`src/rtl/bsp_pkg.sv`:
```
package bsp_pkg;

    typedef enum logic [1:0] {
        TX_IDLE,
        TX_START,
        TX_DATA,
        TX_STOP
    } tx_state_e;

    typedef enum logic [1:0] {
        RX_IDLE,
        RX_START,
        RX_DATA,
        RX_STOP
    } rx_state_e;

    // status byte bit positions (software decodes these)
    localparam int ST_RX_FULL  = 0;
    localparam int ST_TX_EMPTY = 1;
    localparam int ST_CARRIER  = 2;
    localparam int ST_CLEAR    = 3;
    localparam int ST_IRQ      = 7;

    // control byte fields
    localparam int           CTL_RX_IE    = 7;
    localparam int           CTL_TC_HI    = 6;
    localparam int           CTL_TC_LO    = 5;
    localparam logic [1:0]   CTL_MRESET   = 2'b11;
    localparam logic [1:0]   TC_TX_IE     = 2'b01;
    localparam logic [1:0]   TC_RTS_HIGH  = 2'b10;

    typedef struct packed {
        logic       rx_ie;
        logic [1:0] tc;
    } ctl_t;

endpackage

```
`src/rtl/bsp_sync.sv`:
```
module bsp_sync #(
    parameter int   STAGES    = 2,
    parameter logic RESET_VAL = 1'b1
) (
    input  logic clk,
    input  logic rst_n,
    input  logic d,
    output logic q
);
    logic [STAGES-1:0] chain_q;

    generate
        if (STAGES == 1) begin : g_single
            always_ff @(posedge clk or negedge rst_n) begin
                if (!rst_n) chain_q <= RESET_VAL;
                else        chain_q <= d;
            end
        end else begin : g_chain
            always_ff @(posedge clk or negedge rst_n) begin
                if (!rst_n) chain_q <= {STAGES{RESET_VAL}};
                else        chain_q <= {chain_q[STAGES-2:0], d};
            end
        end
    endgenerate

    assign q = chain_q[STAGES-1];
endmodule

```
`src/rtl/bsp_tx.sv`:
```
module bsp_tx
    import bsp_pkg::*;
#(
    parameter int DATA_W     = 8,
    parameter int OVERSAMPLE = 16
) (
    input  logic              clk,
    input  logic              rst_n,
    input  logic              flush,
    input  logic              tick,
    input  logic              cts_ok,
    input  logic              load_valid,
    input  logic [DATA_W-1:0] load_data,
    output logic              load_take,
    output logic              txd
);
    localparam int            CW        = (OVERSAMPLE > 1) ? $clog2(OVERSAMPLE) : 1;
    localparam int            BW        = (DATA_W > 1) ? $clog2(DATA_W) : 1;
    localparam logic [CW-1:0] LAST_TICK = CW'(OVERSAMPLE - 1);
    localparam logic [BW-1:0] LAST_BIT  = BW'(DATA_W - 1);

    tx_state_e         state_q, state_d;
    logic [CW-1:0]     tick_q;
    logic [BW-1:0]     bit_q;
    logic [DATA_W-1:0] shift_q;
    logic              bit_done;

    assign bit_done  = tick && (tick_q == LAST_TICK);
    assign load_take = (state_q == TX_IDLE) && load_valid && cts_ok && !flush;

    // next-state decode
    always_comb begin
        state_d = state_q;
        unique case (state_q)
            TX_IDLE:  if (load_take) state_d = TX_START;
            TX_START: if (bit_done) state_d = TX_DATA;
            TX_DATA:  if (bit_done && (bit_q == LAST_BIT)) state_d = TX_STOP;
            TX_STOP:  if (bit_done) state_d = TX_IDLE;
            default:  state_d = TX_IDLE;
        endcase
    end

    // state register
    always_ff @(posedge clk or negedge rst_n) begin
        if (!rst_n)     state_q <= TX_IDLE;
        else if (flush) state_q <= TX_IDLE;
        else            state_q <= state_d;
    end

    // tick/bit counters and shifter
    always_ff @(posedge clk or negedge rst_n) begin
        if (!rst_n) begin
            tick_q  <= '0;
            bit_q   <= '0;
            shift_q <= '0;
        end else if (flush || (state_q == TX_IDLE)) begin
            tick_q <= '0;
            bit_q  <= '0;
            if (load_take) shift_q <= load_data;
        end else if (tick) begin
            if (bit_done) begin
                tick_q <= '0;
                if (state_q == TX_DATA) begin
                    shift_q <= shift_q >> 1;
                    bit_q   <= bit_q + 1'b1;
                end
            end else begin
                tick_q <= tick_q + 1'b1;
            end
        end
    end

    // line output
    always_comb begin
        unique case (state_q)
            TX_IDLE:  txd = 1'b1;
            TX_START: txd = 1'b0;
            TX_DATA:  txd = shift_q[0];
            TX_STOP:  txd = 1'b1;
            default:  txd = 1'b1;
        endcase
    end
endmodule

```
`src/rtl/bsp_rx.sv`:
```
module bsp_rx
    import bsp_pkg::*;
#(
    parameter int DATA_W     = 8,
    parameter int OVERSAMPLE = 16
) (
    input  logic              clk,
    input  logic              rst_n,
    input  logic              flush,
    input  logic              tick,
    input  logic              rx_s,
    output logic              byte_valid,
    output logic [DATA_W-1:0] byte_data
);
    localparam int            CW        = (OVERSAMPLE > 1) ? $clog2(OVERSAMPLE) : 1;
    localparam int            BW        = (DATA_W > 1) ? $clog2(DATA_W) : 1;
    localparam logic [CW-1:0] LAST_TICK = CW'(OVERSAMPLE - 1);
    localparam logic [CW-1:0] MID_TICK  = CW'(OVERSAMPLE / 2 - 1);
    localparam logic [BW-1:0] LAST_BIT  = BW'(DATA_W - 1);

    rx_state_e         state_q, state_d;
    logic [CW-1:0]     tick_q;
    logic [BW-1:0]     bit_q;
    logic [DATA_W-1:0] shift_q;
    logic              bit_done;
    logic              mid_start;

    assign bit_done  = tick && (tick_q == LAST_TICK);
    assign mid_start = tick && (tick_q == MID_TICK);

    // next-state decode
    always_comb begin
        state_d = state_q;
        unique case (state_q)
            RX_IDLE:  if (tick && !rx_s) state_d = RX_START;
            RX_START: if (mid_start) state_d = rx_s ? RX_IDLE : RX_DATA;
            RX_DATA:  if (bit_done && (bit_q == LAST_BIT)) state_d = RX_STOP;
            RX_STOP:  if (bit_done) state_d = RX_IDLE;
            default:  state_d = RX_IDLE;
        endcase
    end

    // state register
    always_ff @(posedge clk or negedge rst_n) begin
        if (!rst_n)     state_q <= RX_IDLE;
        else if (flush) state_q <= RX_IDLE;
        else            state_q <= state_d;
    end

    // counters and sampling shifter
    always_ff @(posedge clk or negedge rst_n) begin
        if (!rst_n) begin
            tick_q  <= '0;
            bit_q   <= '0;
            shift_q <= '0;
        end else if (flush || (state_q == RX_IDLE)) begin
            tick_q <= '0;
            bit_q  <= '0;
        end else if (tick) begin
            if (state_q == RX_START) begin
                tick_q <= mid_start ? '0 : tick_q + 1'b1;
            end else if (bit_done) begin
                tick_q <= '0;
                if (state_q == RX_DATA) begin
                    shift_q <= DATA_W'({rx_s, shift_q} >> 1);
                    bit_q   <= bit_q + 1'b1;
                end
            end else begin
                tick_q <= tick_q + 1'b1;
            end
        end
    end

    // byte delivery
    always_ff @(posedge clk or negedge rst_n) begin
        if (!rst_n) begin
            byte_valid <= 1'b0;
            byte_data  <= '0;
        end else begin
            byte_valid <= !flush && (state_q == RX_STOP) && bit_done && rx_s;
            if ((state_q == RX_STOP) && bit_done) byte_data <= shift_q;
        end
    end
endmodule

```
`src/rtl/bsp_rx_fifo.sv`:
```
module bsp_rx_fifo #(
    parameter int DATA_W     = 8,
    parameter int FIFO_DEPTH = 16,
    parameter int RTS_MARGIN = 4
) (
    input  logic                          clk,
    input  logic                          rst_n,
    input  logic                          flush,
    input  logic                          push,
    input  logic [DATA_W-1:0]             push_data,
    input  logic                          pop,
    output logic [DATA_W-1:0]             head,
    output logic                          empty,
    output logic                          full,
    output logic                          nearly_full,
    output logic [$clog2(FIFO_DEPTH):0]   count
);
    localparam int AW = (FIFO_DEPTH > 1) ? $clog2(FIFO_DEPTH) : 1;
    localparam int CW = $clog2(FIFO_DEPTH) + 1;

    logic [DATA_W-1:0] mem_q [FIFO_DEPTH];
    logic [AW-1:0]     wr_ptr_q, rd_ptr_q;
    logic [CW-1:0]     count_q;
    logic              do_push, do_pop;

    function automatic logic [AW-1:0] bump(input logic [AW-1:0] p);
        return (p == AW'(FIFO_DEPTH - 1)) ? '0 : p + 1'b1;
    endfunction

    assign full        = (count_q == CW'(FIFO_DEPTH));
    assign empty       = (count_q == '0);
    assign nearly_full = (count_q >= CW'(FIFO_DEPTH - RTS_MARGIN));
    assign do_push     = push && !full && !flush;
    assign do_pop      = pop && !empty && !flush;
    assign head        = mem_q[rd_ptr_q];
    assign count       = count_q;

    always_ff @(posedge clk) begin
        if (do_push) mem_q[wr_ptr_q] <= push_data;
    end

    always_ff @(posedge clk or negedge rst_n) begin
        if (!rst_n) begin
            wr_ptr_q <= '0;
            rd_ptr_q <= '0;
            count_q  <= '0;
        end else if (flush) begin
            wr_ptr_q <= '0;
            rd_ptr_q <= '0;
            count_q  <= '0;
        end else begin
            if (do_push) wr_ptr_q <= bump(wr_ptr_q);
            if (do_pop)  rd_ptr_q <= bump(rd_ptr_q);
            unique case ({do_push, do_pop})
                2'b10:   count_q <= count_q + 1'b1;
                2'b01:   count_q <= count_q - 1'b1;
                default: count_q <= count_q;
            endcase
        end
    end
endmodule

```
`src/rtl/buffered_serial_port.sv`:
```
module buffered_serial_port
    import bsp_pkg::*;
#(
    parameter int DATA_W      = 8,
    parameter int OVERSAMPLE  = 16,
    parameter int FIFO_DEPTH  = 16,
    parameter int RTS_MARGIN  = 4,
    parameter int SYNC_STAGES = 2
) (
    input  logic              clk,
    input  logic              rst_n,
    input  logic              n_wr,
    input  logic              n_rd,
    input  logic              reg_sel,
    input  logic [DATA_W-1:0] din,
    output logic [DATA_W-1:0] dout,
    input  logic              rx_tick,
    input  logic              tx_tick,
    input  logic              rxd,
    output logic              txd,
    input  logic              n_cts,
    output logic              n_rts
);
    localparam int CNT_W = $clog2(FIFO_DEPTH) + 1;

    // bus strobe edges
    logic wr_q, rd_q;
    logic ctl_wr, data_wr, data_rd, ctl_reset;

    // control and transmit holding byte
    ctl_t              ctl_q;
    logic              hold_full;
    logic [DATA_W-1:0] hold_data;
    logic              tx_take;
    logic              cts_s, rx_s;

    // receive side
    logic              rx_push;
    logic [DATA_W-1:0] rx_data;
    logic              fifo_empty, fifo_full, fifo_high;
    logic [DATA_W-1:0] fifo_head;
    logic [CNT_W-1:0]  fifo_count;

    logic              tx_irq_en, rts_forced, irq;
    logic [DATA_W-1:0] status;

    always_ff @(posedge clk or negedge rst_n) begin
        if (!rst_n) begin
            wr_q <= 1'b1;
            rd_q <= 1'b1;
        end else begin
            wr_q <= n_wr;
            rd_q <= n_rd;
        end
    end

    assign ctl_wr    = !n_wr && wr_q && !reg_sel;
    assign data_wr   = !n_wr && wr_q && reg_sel;
    assign data_rd   = n_rd && !rd_q && reg_sel;
    assign ctl_reset = ctl_wr && (din[1:0] == CTL_MRESET);

    always_ff @(posedge clk or negedge rst_n) begin
        if (!rst_n) begin
            ctl_q <= '0;
        end else if (ctl_wr) begin
            ctl_q.rx_ie <= din[CTL_RX_IE];
            ctl_q.tc    <= din[CTL_TC_HI:CTL_TC_LO];
        end
    end

    always_ff @(posedge clk or negedge rst_n) begin
        if (!rst_n) begin
            hold_full <= 1'b0;
            hold_data <= '0;
        end else if (ctl_reset) begin
            hold_full <= 1'b0;
        end else if (data_wr && !hold_full) begin
            hold_full <= 1'b1;
            hold_data <= din;
        end else if (tx_take) begin
            hold_full <= 1'b0;
        end
    end

    bsp_sync #(.STAGES(SYNC_STAGES), .RESET_VAL(1'b1)) u_cts_sync (
        .clk   (clk),
        .rst_n (rst_n),
        .d     (n_cts),
        .q     (cts_s)
    );

    bsp_sync #(.STAGES(SYNC_STAGES), .RESET_VAL(1'b1)) u_rxd_sync (
        .clk   (clk),
        .rst_n (rst_n),
        .d     (rxd),
        .q     (rx_s)
    );

    bsp_tx #(.DATA_W(DATA_W), .OVERSAMPLE(OVERSAMPLE)) u_tx (
        .clk        (clk),
        .rst_n      (rst_n),
        .flush      (ctl_reset),
        .tick       (tx_tick),
        .cts_ok     (!cts_s),
        .load_valid (hold_full),
        .load_data  (hold_data),
        .load_take  (tx_take),
        .txd        (txd)
    );

    bsp_rx #(.DATA_W(DATA_W), .OVERSAMPLE(OVERSAMPLE)) u_rx (
        .clk        (clk),
        .rst_n      (rst_n),
        .flush      (ctl_reset),
        .tick       (rx_tick),
        .rx_s       (rx_s),
        .byte_valid (rx_push),
        .byte_data  (rx_data)
    );

    bsp_rx_fifo #(.DATA_W(DATA_W), .FIFO_DEPTH(FIFO_DEPTH), .RTS_MARGIN(RTS_MARGIN)) u_fifo (
        .clk         (clk),
        .rst_n       (rst_n),
        .flush       (ctl_reset),
        .push        (rx_push),
        .push_data   (rx_data),
        .pop         (data_rd),
        .head        (fifo_head),
        .empty       (fifo_empty),
        .full        (fifo_full),
        .nearly_full (fifo_high),
        .count       (fifo_count)
    );

    assign tx_irq_en  = (ctl_q.tc == TC_TX_IE);
    assign rts_forced = (ctl_q.tc == TC_RTS_HIGH);
    assign irq        = (ctl_q.rx_ie && !fifo_empty) || (tx_irq_en && !hold_full);
    assign n_rts      = rts_forced || fifo_high;

    always_comb begin
        status              = '0;
        status[ST_RX_FULL]  = !fifo_empty;
        status[ST_TX_EMPTY] = !hold_full;
        status[ST_CARRIER]  = 1'b0;
        status[ST_CLEAR]    = 1'b0;
        status[ST_IRQ]      = irq;
    end

    assign dout = reg_sel ? fifo_head : status;
endmodule

```
`config.mk`:
```
export PLATFORM = sky130hd
export DESIGN_NAME = buffered_serial_port
export DESIGN_NICKNAME = d
export VERILOG_FILES = /design/src/rtl/bsp_pkg.sv /design/src/rtl/bsp_sync.sv /design/src/rtl/bsp_tx.sv /design/src/rtl/bsp_rx.sv /design/src/rtl/bsp_rx_fifo.sv /design/src/rtl/buffered_serial_port.sv
export SDC_FILE = /design/constraint.sdc
export NUM_CORES = 1
export LEC_CHECK = 0
export ABC_CLOCK_PERIOD_IN_PS = 7300
export BUFFER_PORTS_ARGS = -buffer_cell sky130_fd_sc_hd__buf_4
export CAP_MARGIN = 20
export CORE_MARGIN = 4
export CORE_UTILIZATION = 67
export DETAILED_ROUTE_END_ITERATION = 16
export PLACE_DENSITY = 0.95
export SLEW_MARGIN = 20
export SYNTH_ARGS = -nofsm -noshare
export SYNTH_HDL_FRONTEND = slang
export SYNTH_SLANG_ARGS = --single-unit
```
`constraint.sdc`:
```
create_clock -name clk -period 7.3 [get_ports clk]
set_input_delay 1.095 -clock clk [delete_from_list [all_inputs] [get_ports clk]]
set_output_delay 1.095 -clock clk [all_outputs]
set_load 0.05 [all_outputs]
```
# After elaboration in Yosys (flattened, before gate mapping)
# Memories as Yosys holds them, arrays and structs flattened.
# Cells that the tools add are included.
[word_totals]
regBits = 74
ram_bits = 128
in_bits = 17
out_inout_bits = 10
wordCells = 173
n_memories = 1
[classes]
n_addsub = 8
magnitude_cmp = 1
eq_ne = 29
muxes = 50
n_bitwise = 3
reduce_logical = 60
[mem_list]
columns = ["memory", "depth", "word_bits", "rd", "rd_clocked_by_memory_dff", "write_ports", "line_no", "source"]
rows = [
  ["u_fifo.mem_q", 16, 8, 1, 0, 1, "bsp_rx_fifo.sv:21", "logic [DATA_W-1:0] mem_q [FIFO_DEPTH];"],
]
[op_table]
columns = ["op", "count"]
rows = [
  ["$mux 4", 14],
  ["$mux 8", 6],
  ["$mux 3", 9],
  ["$logic_and 1x1->1", 26],
  ["$mux 2", 11],
  ["$ne 3x1->1 const B", 7],
  ["$add 4x1->4 const B", 4],
  ["$eq 4x4->1 const B", 4],
  ["$pmux 2 s4", 2],
  ["$reduce_and 4->1", 4],
  ["$reduce_bool 2->1", 8],
  ["$eq 2x2->1 const B", 7],
  ["$pmux 5 s2", 1],
  ["$logic_not 1->1", 9],
  ["$eq 2x1->1 const B", 4],
  ["$add 3x1->3 const B", 2],
  ["$eq 3x3->1 const B", 2],
  ["$reduce_bool 3->1", 2],
  ["$add 5x1->5 const B", 1],
  ["$eq 5x5->1 const B", 1],
  ["$ge 5x4->1 const B", 1],
  ["$logic_not 5->1", 1],
  ["$mux 1", 5],
  ["$mux 5", 1],
  ["13 further kinds", 19],
]

# Logic depth before layout (Yosys ltp)
# Gate-level depths: netlist of run 1.
[logic_depth]
ltp_word = 9
depth_mapped = 9
mapped_depth_nobuf = 8

# Modules after synthesis
# From an unflattened synthesis of run 1, not the netlist that was laid out.
[unflattened]
cells_unflattened = 560
hier_area_um2 = 8848.5
[by_module_without_submodules]
columns = ["mod", "instances", "cells_per_inst", "area_per_inst_um2", "seq_area_each_um2"]
rows = [
  ["bsp_rx_fifo", 1, 307, 5860.6, 4169.0],
  ["bsp_rx", 1, 98, 1208.7, 650.6],
  ["bsp_tx", 1, 99, 999.7, 425.4],
  ["buffered_serial_port", 1, 52, 674.4, 352.8],
  ["bsp_sync", 2, 2, 52.6, 52.6],
]

# Worst setup path before layout of run 1
# OpenSTA, ideal clock, no wires.
[synth_timing]
path_kind = "input to output"
from = "in reg_sel"
to = "out dout[2]"
arrival_time_ns = 2.337
required_time_ns = 6.205
path_slack_ns = 3.868
path_stages = 3
n_path_buf = 1
cell_sequence = "clkbuf_1 -> nand2_1 -> o22ai_1"
[synth_via]
elab_chain_cells = 1
[synth_lines]
columns = ["element", "line_no", "source"]
rows = [
  ["from (decl)", "buffered_serial_port.sv:14", "input logic reg_sel,"],
  ["$mux 8", "buffered_serial_port.sv:149", "assign dout = reg_sel ? fifo_head : status;"],
  ["to (decl)", "buffered_serial_port.sv:16", "output logic [DATA_W-1:0] dout,"],
]
# Every way passes these cells.

# Worst setup path in the final report of run 1
[layout_timing]
from = "reg u_fifo.rd_ptr_q[0]"
to = "out dout[1]"
[layout_via]
elab_chain_cells = 2
[layout_lines]
columns = ["element", "line_no", "source"]
rows = [
  ["from (decl)", "bsp_rx_fifo.sv:22", "logic [AW-1:0] wr_ptr_q, rd_ptr_q;"],
  ["from (signal assigned)", "bsp_rx_fifo.sv:53", "if (do_pop) rd_ptr_q <= bump(rd_ptr_q);"],
  ["$mem_v2 16x8", "-", ""],
  ["$mux 8", "buffered_serial_port.sv:149", ""],
]
# Every way passes these cells.

==> impl_metrics.json, run 1 <==
{
  "htree_levels": 1,
  "async_reset_ff_share_pct": 36.6,
  "ys_ff_latch": 202,
  "seq_area_um2": 5710,
  "crit_arrival_ns": 2.72,
  "powerDensity_nw_per_um2": 341,
  "instances_no_fill": 767,
  "grt_overflow": 0,
  "synthFlopType": "edfxtp_1",
  "netlist.top_cell.by_area": "edfxtp_1",
  "cts_root_buf": "clkbuf_16",
  "max-slew-margin-rel_pct": 36.0,
  "maxCapViolations": 0,
  "r2r_setup_slack_ns": 4.34,
  "rsz0062_at_grt": "false",
  "wl_per_cell_um": 25.1,
  "crit_type": "register to output pin",
  "fin_nets": 615,
  "crit_path_end_kind": "output pin",
  "mostFrequentLayoutCells": "edfxtp_1 (128), dfrtp_1 (67), mux2_2 (44)",
  "multi_input_area_um2": 2920,
  "firstDrtPassIters": 6,
  "period_share_pct": 52.3,
  "syn-cell-area_um2": 8790,
  "tightest_slew_ns": 0.960,
  "postCtsResizedCells": 0,
  "place.gp.congestion": 0.897,
  "tns_ns": 0,
  "ios": 27,
  "dp.cells": 731,
  "slew_viol_final": 0,
  "syn-mean-instance-area_um2": 15.7,
  "hold_class": "register to register",
  "drc_errors": 0,
  "via_count": 5288,
  "core_area_um2": 12700,
  "synth_cell_type_count": 66,
  "syn_nets": 595,
  "path_clk_slew_ns": 0.06,
  "ff2ff_path_depth": 8,
  "yosysTopAreaCellShare_pct": 43.7,
  "diodes": 0,
  "syn2layout_area_growth_pct": 11.6,
  "seq_area_frac_synth_pct": 64.9,
  "fill_cells": 648,
  "grt_pass1_vias": 5464,
  "vdd_ir_drop_max_v": 0.000229,
  "crit_fanout": 37,
  "crit_required_ns": 6.20,
  "status": "complete, no violations",
  "hold_path_depth": 0,
  "synthCells": 561,
  "vias_per_cell": 6.89,
  "grt_max_degree": 75,
  "antenna_found_initial": 0,
  "start_kind": "register",
  "post_cts_buffers": 0,
  "fmax_ghz": 0.262,
  "cts_sinks": 202,
  "fin_skew_ns": 0.0173,
  "first_iter_violations": 759,
  "port_buffers": 26,
  "ctsHoldBuffers": 0,
  "numCtsBuffers": 20,
  "hold_viol": 0,
  "synth_area_leaders": "edfxtp_1 (44%), dfrtp_1 (19%), mux4_2 (8.2%)",
  "power_leakage_nw": 3.40,
  "yosysWarnings": 0,
  "final_common_cell": "edfxtp_1",
  "final_layout_size_suffix_gt1_share_pct": 26.2,
  "die_x_um": 123,
  "grt_first_pass_wirelength_um": 30600,
  "die_h_um": 123,
  "cts_tree": "done",
  "setup_violations": 0,
  "clock_latency_ns": 0.49,
  "post-route-min-period_ns": 3.82,
  "cts_max_path_buffers": 3,
  "dieArea_um2": 15000,
  "synth_edf_count": 128,
  "hpwl_um": 11000,
  "num_rows": 41,
  "gr-usage-all-layers_pct": 26.9,
  "routed_wirelength_um": 19300,
  "start_util_pct": 69.1,
  "ant_nets": 0
}
==> final timing paths <==
check / start / to
min: u_rxd_sync.chain_q[0]$_DFF_PN1_ / u_rxd_sync.chain_q[1]$_DFF_PN1_
max in group asynchronous: rst_n / u_fifo.rd_ptr_q[0]$_DFFE_PN0P_
max reg2reg: u_fifo.count[2]$_DFFE_PN0P_ / u_fifo.count[4]$_DFFE_PN0P_
max: u_fifo.rd_ptr_q[0]$_DFFE_PN0P_ / dout[1]
min reg2reg: u_rxd_sync.chain_q[0]$_DFF_PN1_ / u_rxd_sync.chain_q[1]$_DFF_PN1_
min in group asynchronous: rst_n / u_tx.tick_q[3]$_DFFE_PN0P_
==> critical path: stages, from the launching register on <==
cell and delay [ns]:
dfrtp_4 0.87, mux4_2 0.61, mux2i_1 0.19, a21oi_1 0.15, a21o_1 0.21, buf_4 0.18
==> registers in the layout (all words and copies together) (netlist names), 5 cells and up <==
name	flops
u_fifo.mem_q	128
hold_data	8
u_rx.byte_data	8
u_rx.shift_q	8
u_tx.shift_q	8
u_fifo.count	5
==> cells by family (layout without fill, tap and decap cells) <==
family	after synthesis	in the layout	synth area share (%)
multiplexers	93	93	15.8
AO/OA/AOI/OAI	83	83	6.42
adder cells (fa/ha/maj)	17	17	2.42
buffers and inverters	38	72	2.01
flip-flops	202	202	64.9
AND/OR/NAND/NOR	121	121	7.77
XOR/XNOR	7	7	0.698
==> through the flow <==
step / power (mW) / worst slack, ns / hold slack [ns] / area [um2] / util, %
after global placement: 2.15 / 3.76 / 0.346 / 9070 / 71.3
final: 3.35 / 3.48 / 0.365 / 9800 / 77.1
after floorplan: 2.03 / 3.87 / 0.345 / 8790 / -
after global routing: 3.47 / 3.34 / 0.365 / 9800 / 77.1
after detailed placement: 2.20 / 3.72 / 0.352 / 9070 / 71.3
after CTS: 3.33 / 3.12 / 0.366 / 9790 / 77.0
==> report_power, final <==
part           internal, mW  switching [mW]  leakage (nW)  total [mW]
clock network         0.685           0.423         0.355        1.11
registers              1.31           0.186          1.87        1.49
logic                 0.339           0.407          1.18       0.746
==> synthesized netlist by cell type, drive strengths merged (6+ instances only) <==
cell    instances
inv             9
a21oi          22
and2           18
nor2           17
mux4           32
mux2i          17
nand3           9
nand2b          7
o21ai          14
dfstp           6
buf            14
dfrtp          68
clkbuf         15
ha             17
mux2           44
edfxtp        128
o22ai          10
nand2          32
nor3            6
==> metal layers <==
layer	global-route usage, %	wire length [um]	vias up
met5	0	0	-
met3	4.29	1620	60
met4	9.31	581	0
met1	36.3	7110	2675
met2	45.3	9980	349
li1	-	-	2204
==> layout make-up <==
cell class,instances,share of cell area [%]
Sequential cell,202,58.2
Multi-Input combinational cell,321,29.8
Timing Repair Buffer,27,2.07
Inverter,9,0.345
Clock buffer,28,6.15
Clock inverter,8,1.21
Tap cell,172,2.20
Power figures use the tool's default switching activity.
==> run 2, diff against run 1 <==
--- a/config.mk
+++ b/config.mk
@@ -5,13 +5,13 @@
 export SDC_FILE = /design/constraint.sdc
 export NUM_CORES = 1
 export LEC_CHECK = 0
-export ABC_CLOCK_PERIOD_IN_PS = 7300
+export ABC_CLOCK_PERIOD_IN_PS = 4000
 export BUFFER_PORTS_ARGS = -buffer_cell sky130_fd_sc_hd__buf_4
 export CAP_MARGIN = 20
 export CORE_MARGIN = 4
-export CORE_UTILIZATION = 67
+export CORE_UTILIZATION = 62
 export DETAILED_ROUTE_END_ITERATION = 16
-export PLACE_DENSITY = 0.95
+export PLACE_DENSITY = 0.9
 export SLEW_MARGIN = 20
 export SYNTH_ARGS = -nofsm -noshare
 export SYNTH_HDL_FRONTEND = slang
==> constraint.sdc (replaced) <==
create_clock -name clk -period 4 [get_ports clk]
set_input_delay 0.6 -clock clk [delete_from_list [all_inputs] [get_ports clk]]
set_output_delay 0.6 -clock clk [all_outputs]
set_load 0.05 [all_outputs]
==> run 2 against run 1 <==
Against the previous run:
- critical path depth unchanged
- via count decreased by 3.4%
- highest routed layer unchanged
- largest cell class unchanged
- sequential power increased by 83%
==> impl_metrics.json, run 2 (same netlist as run 1, synthesis figures left out) <==
{
  "grt_overflow": 0,
  "routed_wirelength_um": 18500,
  "crit_arrival_ns": 2.84,
  "grt_first_pass_wirelength_um": 29200,
  "fmax_ghz": 0.291,
  "hold_class": "input port to register",
  "fin_nets": 619,
  "start_util_pct": 63.3,
  "numCtsBuffers": 20,
  "vdd_ir_drop_max_v": 0.000318,
  "antenna_found_initial": 0,
  "multi_input_area_um2": 2920,
  "r2r-end": "u_fifo.count[4]$_DFFE_PN0P_",
  "power_leakage_nw": 3.39,
  "period_share_pct": 86.0,
  "largest_reg_flops": 128,
  "crit_path_end_kind": "output pin",
  "ant_nets": 0,
  "ctsHoldBuffers": 0,
  "path_clk_slew_ns": 0.06,
  "gr-usage-all-layers_pct": 23.3,
  "vias_per_cell": 6.57,
  "cts_max_path_buffers": 3,
  "htree_levels": 1,
  "post_cts_buffers": 0,
  "postCtsResizedCells": 0,
  "ios": 27,
  "r2r_setup_slack_ns": 0.91,
  "diodes": 0,
  "rsz0062_at_grt": "false",
  "die_h_um": 127,
  "firstDrtPassIters": 4,
  "grt_max_degree": 75,
  "max-slew-margin-rel_pct": 29.9,
  "core_area_um2": 13900,
  "via_count": 5109,
  "min_from": "n_cts",
  "hpwl_um": 11500,
  "slew_viol_final": 0,
  "hold_viol": 0,
  "utilization_pct": 70.5,
  "r2r-start": "u_fifo.count[2]$_DFFE_PN0P_",
  "ff2ff_path_depth": 8,
  "clock_latency_ns": 0.49,
  "maxCapViolations": 0,
  "powerDensity_nw_per_um2": 611,
  "top_register": "u_fifo.mem_q",
  "crit_required_ns": 3.40,
  "port_buffers": 26,
  "grt_pass1_vias": 5298,
  "start_kind": "register",
  "first_iter_violations": 527,
  "wl_per_cell_um": 23.7,
  "seq_area_um2": 5700,
  "endpoint": "dout[2]",
  "fill_cells": 825,
  "crit_fanout": 23,
  "cts_root_buf": "clkbuf_16",
  "status": "complete, no violations",
  "crit_type": "register to output pin",
  "cts_tree": "done",
  "syn2layout_area_growth_pct": 11.3,
  "die_x_um": 127,
  "fin_skew_ns": 0.0120,
  "startpoint": "u_fifo.rd_ptr_q[1]$_DFFE_PN0P_",
  "post-route-min-period_ns": 3.44,
  "final_layout_size_suffix_gt1_share_pct": 25.6,
  "tns_ns": 0,
  "mostFrequentLayoutCells": "edfxtp_1 (128), dfrtp_1 (67), mux2_2 (44)",
  "hold_path_depth": 1,
  "final_common_cell": "edfxtp_1",
  "dieArea_um2": 16100,
  "place.gp.congestion": 0.822,
  "num_rows": 43,
  "cts_sinks": 202,
  "drc_errors": 0,
  "tightest_slew_ns": 1.05,
  "setup_violations": 0
}
run 2: cell count changes in the layout (fill, tap and decap cells not counted), sizes merged:
cell	change
buf	+4
clkinv	+5
inv	-1
clkbuf	-5
run 2: cell type report:
cell class	instances	share of cell area, %
multi-input combinational	321	29.9
sequential	202	58.3
clock buffer	23	5.45
inverter	9	0.345
tap	180	2.30
timing repair buffer	31	2.38
clock inverter	12	1.32
run 2: worst min path at each step:
stage,endpoint
after floorplan,ctl_q[0]$_DFFE_PN0P_
after global placement,u_cts_sync.chain_q[1]$_DFF_PN1_
after detailed placement,u_rxd_sync.chain_q[1]$_DFF_PN1_
after CTS,u_cts_sync.chain_q[0]$_DFF_PN1_
after global routing,u_cts_sync.chain_q[0]$_DFF_PN1_
final,u_cts_sync.chain_q[0]$_DFF_PN1_
run 2: critical path, stage by stage, from the launching register on:
cell     delay (ns)
dfrtp_1        1.03
buf_4          0.34
mux4_2         0.34
mux2i_1        0.26
o22ai_1        0.15
buf_4          0.21
run 2: stage by stage:
step                setup WS [ns]  instances  hold slack, ns  total power, mW  instance area [um2]
finish                      0.561        778           0.214             5.98                 9780
global route                0.401        778           0.209             6.20                 9780
CTS                         0.511        778           0.205             5.98                 9770
detailed placement           1.07        743           0.347             4.06                 9110
global placement             1.16        743           0.346             3.95                 9110
floorplan                    1.40        561           0.304             3.71                 8790
run 2: power breakdown:
group	switching, mW	leakage, nW	internal, mW	total [mW]
clock	0.767	0.319	1.14	1.91
combinational	0.707	1.20	0.636	1.34
sequential	0.342	1.87	2.38	2.72
run 2: per-layer routing:
metal,wire (um),vias up,GRT usage (%)
li1,-,2221,-
met3,1310,36,3.68
met5,0,-,0
met4,436,0,6.50
met2,9710,268,41.3
met1,7020,2584,30.2
==> run 3, diff against run 2 <==
--- a/config.mk
+++ b/config.mk
@@ -9,9 +9,9 @@
 export BUFFER_PORTS_ARGS = -buffer_cell sky130_fd_sc_hd__buf_4
 export CAP_MARGIN = 20
 export CORE_MARGIN = 4
-export CORE_UTILIZATION = 62
+export CORE_UTILIZATION = 40
 export DETAILED_ROUTE_END_ITERATION = 16
-export PLACE_DENSITY = 0.9
+export PLACE_DENSITY = 0.66
 export SLEW_MARGIN = 20
 export SYNTH_ARGS = -nofsm -noshare
 export SYNTH_HDL_FRONTEND = slang
==> run 3 against run 2 <==
Against the previous run:
- sequential share of layout area decreased by 0.51 points
- critical path depth unchanged
- clock skew increased by 0.0020 ns
- sequential power decreased by 1%
- routed wire length decreased by 6.1%
- die area increased by 51%
- utilization decreased by 24 points
- critical path type unchanged
==> impl_metrics.json, run 3 (same netlist as run 1, synthesis figures left out) <==
{
  "final_common_cell": "edfxtp_1",
  "seq_area_um2": 5700,
  "hold_class": "input port to register",
  "crit_required_ns": 3.40,
  "clock_latency_ns": 0.49,
  "postCtsResizedCells": 0,
  "firstDrtPassIters": 5,
  "rsz0062_at_grt": "false",
  "dp_slack_ns": 1.11,
  "crit_top_cell": "buf_4",
  "syn2layout_area_growth_pct": 12.3,
  "start_kind": "register",
  "ctsHoldBuffers": 0,
  "routed_wirelength_um": 17300,
  "period_share_pct": 83.4,
  "place.gp.congestion": 0.842,
  "multi_input_area_um2": 2920,
  "crit_path_end_kind": "output pin",
  "path_clk_slew_ns": 0.06,
  "die_x_um": 156,
  "wl_per_cell_um": 19.8,
  "power_leakage_nw": 3.38,
  "vdd_ir_drop_max_v": 0.000298,
  "htree_levels": 1,
  "status": "complete, no violations",
  "first_iter_violations": 403,
  "crit_slowest_cell": "dfrtp_2",
  "grt_overflow": 0,
  "core_area_um2": 21300,
  "tightest_slew_ns": 0.920,
  "maxCapViolations": 0,
  "tns_ns": 0,
  "drc_errors": 0,
  "setup_violations": 0,
  "mostFrequentLayoutCells": "edfxtp_1 (128), dfrtp_1 (67), mux2_2 (44)",
  "numCtsBuffers": 21,
  "top_register": "u_fifo.mem_q",
  "cts_sinks": 202,
  "dieArea_um2": 24400,
  "port_buffers": 26,
  "max-slew-margin-rel_pct": 38.7,
  "fin_skew_ns": 0.0139,
  "antenna_found_initial": 0,
  "cts_max_path_buffers": 3,
  "crit_fanout": 29,
  "largest_reg_flops": 128,
  "hold_viol": 0,
  "diodes": 0,
  "post_cts_buffers": 0,
  "slew_viol_final": 0,
  "powerDensity_nw_per_um2": 584,
  "fmax_ghz": 0.300,
  "layout_setup_ws_ns": 0.665,
  "grt_first_pass_wirelength_um": 28100,
  "via_count": 4838,
  "crit_type": "register to output pin",
  "fill_cells": 1808,
  "utilization_pct": 46.4,
  "ios": 27,
  "grt_max_degree": 75,
  "fin_nets": 621,
  "ant_nets": 0,
  "crit_chain": "buf_4 -> mux4_2 -> mux2i_1 -> o22ai_1 -> buf_4",
  "final_layout_size_suffix_gt1_share_pct": 25.8,
  "crit_arrival_ns": 2.74,
  "die_h_um": 156,
  "start_util_pct": 41.3,
  "grt_pass1_vias": 5094,
  "hpwl_um": 11500,
  "cpPeakStageDelay_ns": 0.95,
  "cts_root_buf": "clkbuf_16",
  "gr-usage-all-layers_pct": 14.5,
  "post-route-min-period_ns": 3.34,
  "cts_tree": "done",
  "vias_per_cell": 5.53,
  "num_rows": 53
}
run 3: changes by cell type in the layout (fill, tap and decap cells not counted), sizes merged:
cell	change
inv	+1
clkbuf	+7
buf	+1
bufinv	-3
clkinv	-3
clkinvlp	-1
run 3: critical path: cells and delay by family, from the launching register on:
family | cells | cell delay (ns)
multiplexers | 2 | 0.67
buffers and inverters | 2 | 0.51
flip-flops | 1 | 0.95
AO/OA/AOI/OAI | 1 | 0.10
run 3: power breakdown:
group	total [mW]	internal [mW]	switching [mW]
Sequential	2.68	2.38	0.294
Clock	1.76	1.02	0.731
Combinational	1.33	0.633	0.698
run 3: area by class of cell:
class,count,area share [%]
sequential,202,57.8
clock inverter,6,0.317
timing repair buffer,32,2.43
multi-input combinational,321,29.6
tap,275,3.49
inverter,9,0.342
clock buffer,30,5.99
run 3: per-layer routing:
layer	vias up	wire, um	GRT usage (%)
met5	-	0	0
met4	0	308	3.88
met3	21	706	1.99
met2	108	8910	24.7
met1	2488	7410	19.9
li1	2221	-	-
run 3: through the flow:
stage | cell area [um2] | std cells | power [mW] | hold WS (ns)
2_1_floorplan | 8790 | 561 | 3.71 | 0.304
3_3_place_gp | 9240 | 839 | 3.99 | 0.347
3_5_place_dp | 9240 | 839 | 4.05 | 0.348
4_1_cts | 9860 | 875 | 5.83 | 0.208
5_1_grt | 9870 | 875 | 6.07 | 0.217
6_report | 9870 | 875 | 5.76 | 0.222
run 3: path summary, 6_finish.rpt:
check,slack [ns],endpoint,from,cells after the start
max in group asynchronous,3.13,u_fifo.rd_ptr_q[0]$_DFFE_PN0P_,rst_n,1
max,0.66,dout[4],u_fifo.rd_ptr_q[0]$_DFFE_PN0P_,5
max reg2reg,1.29,u_fifo.count[4]$_DFFE_PN0P_,u_fifo.count[2]$_DFFE_PN0P_,8
min reg2reg,0.36,u_rxd_sync.chain_q[1]$_DFF_PN1_,u_rxd_sync.chain_q[0]$_DFF_PN1_,0
min in group asynchronous,0.25,u_tx.shift_q[1]$_DFFE_PN0P_,rst_n,1
min,0.22,u_cts_sync.chain_q[0]$_DFF_PN1_,n_cts,1
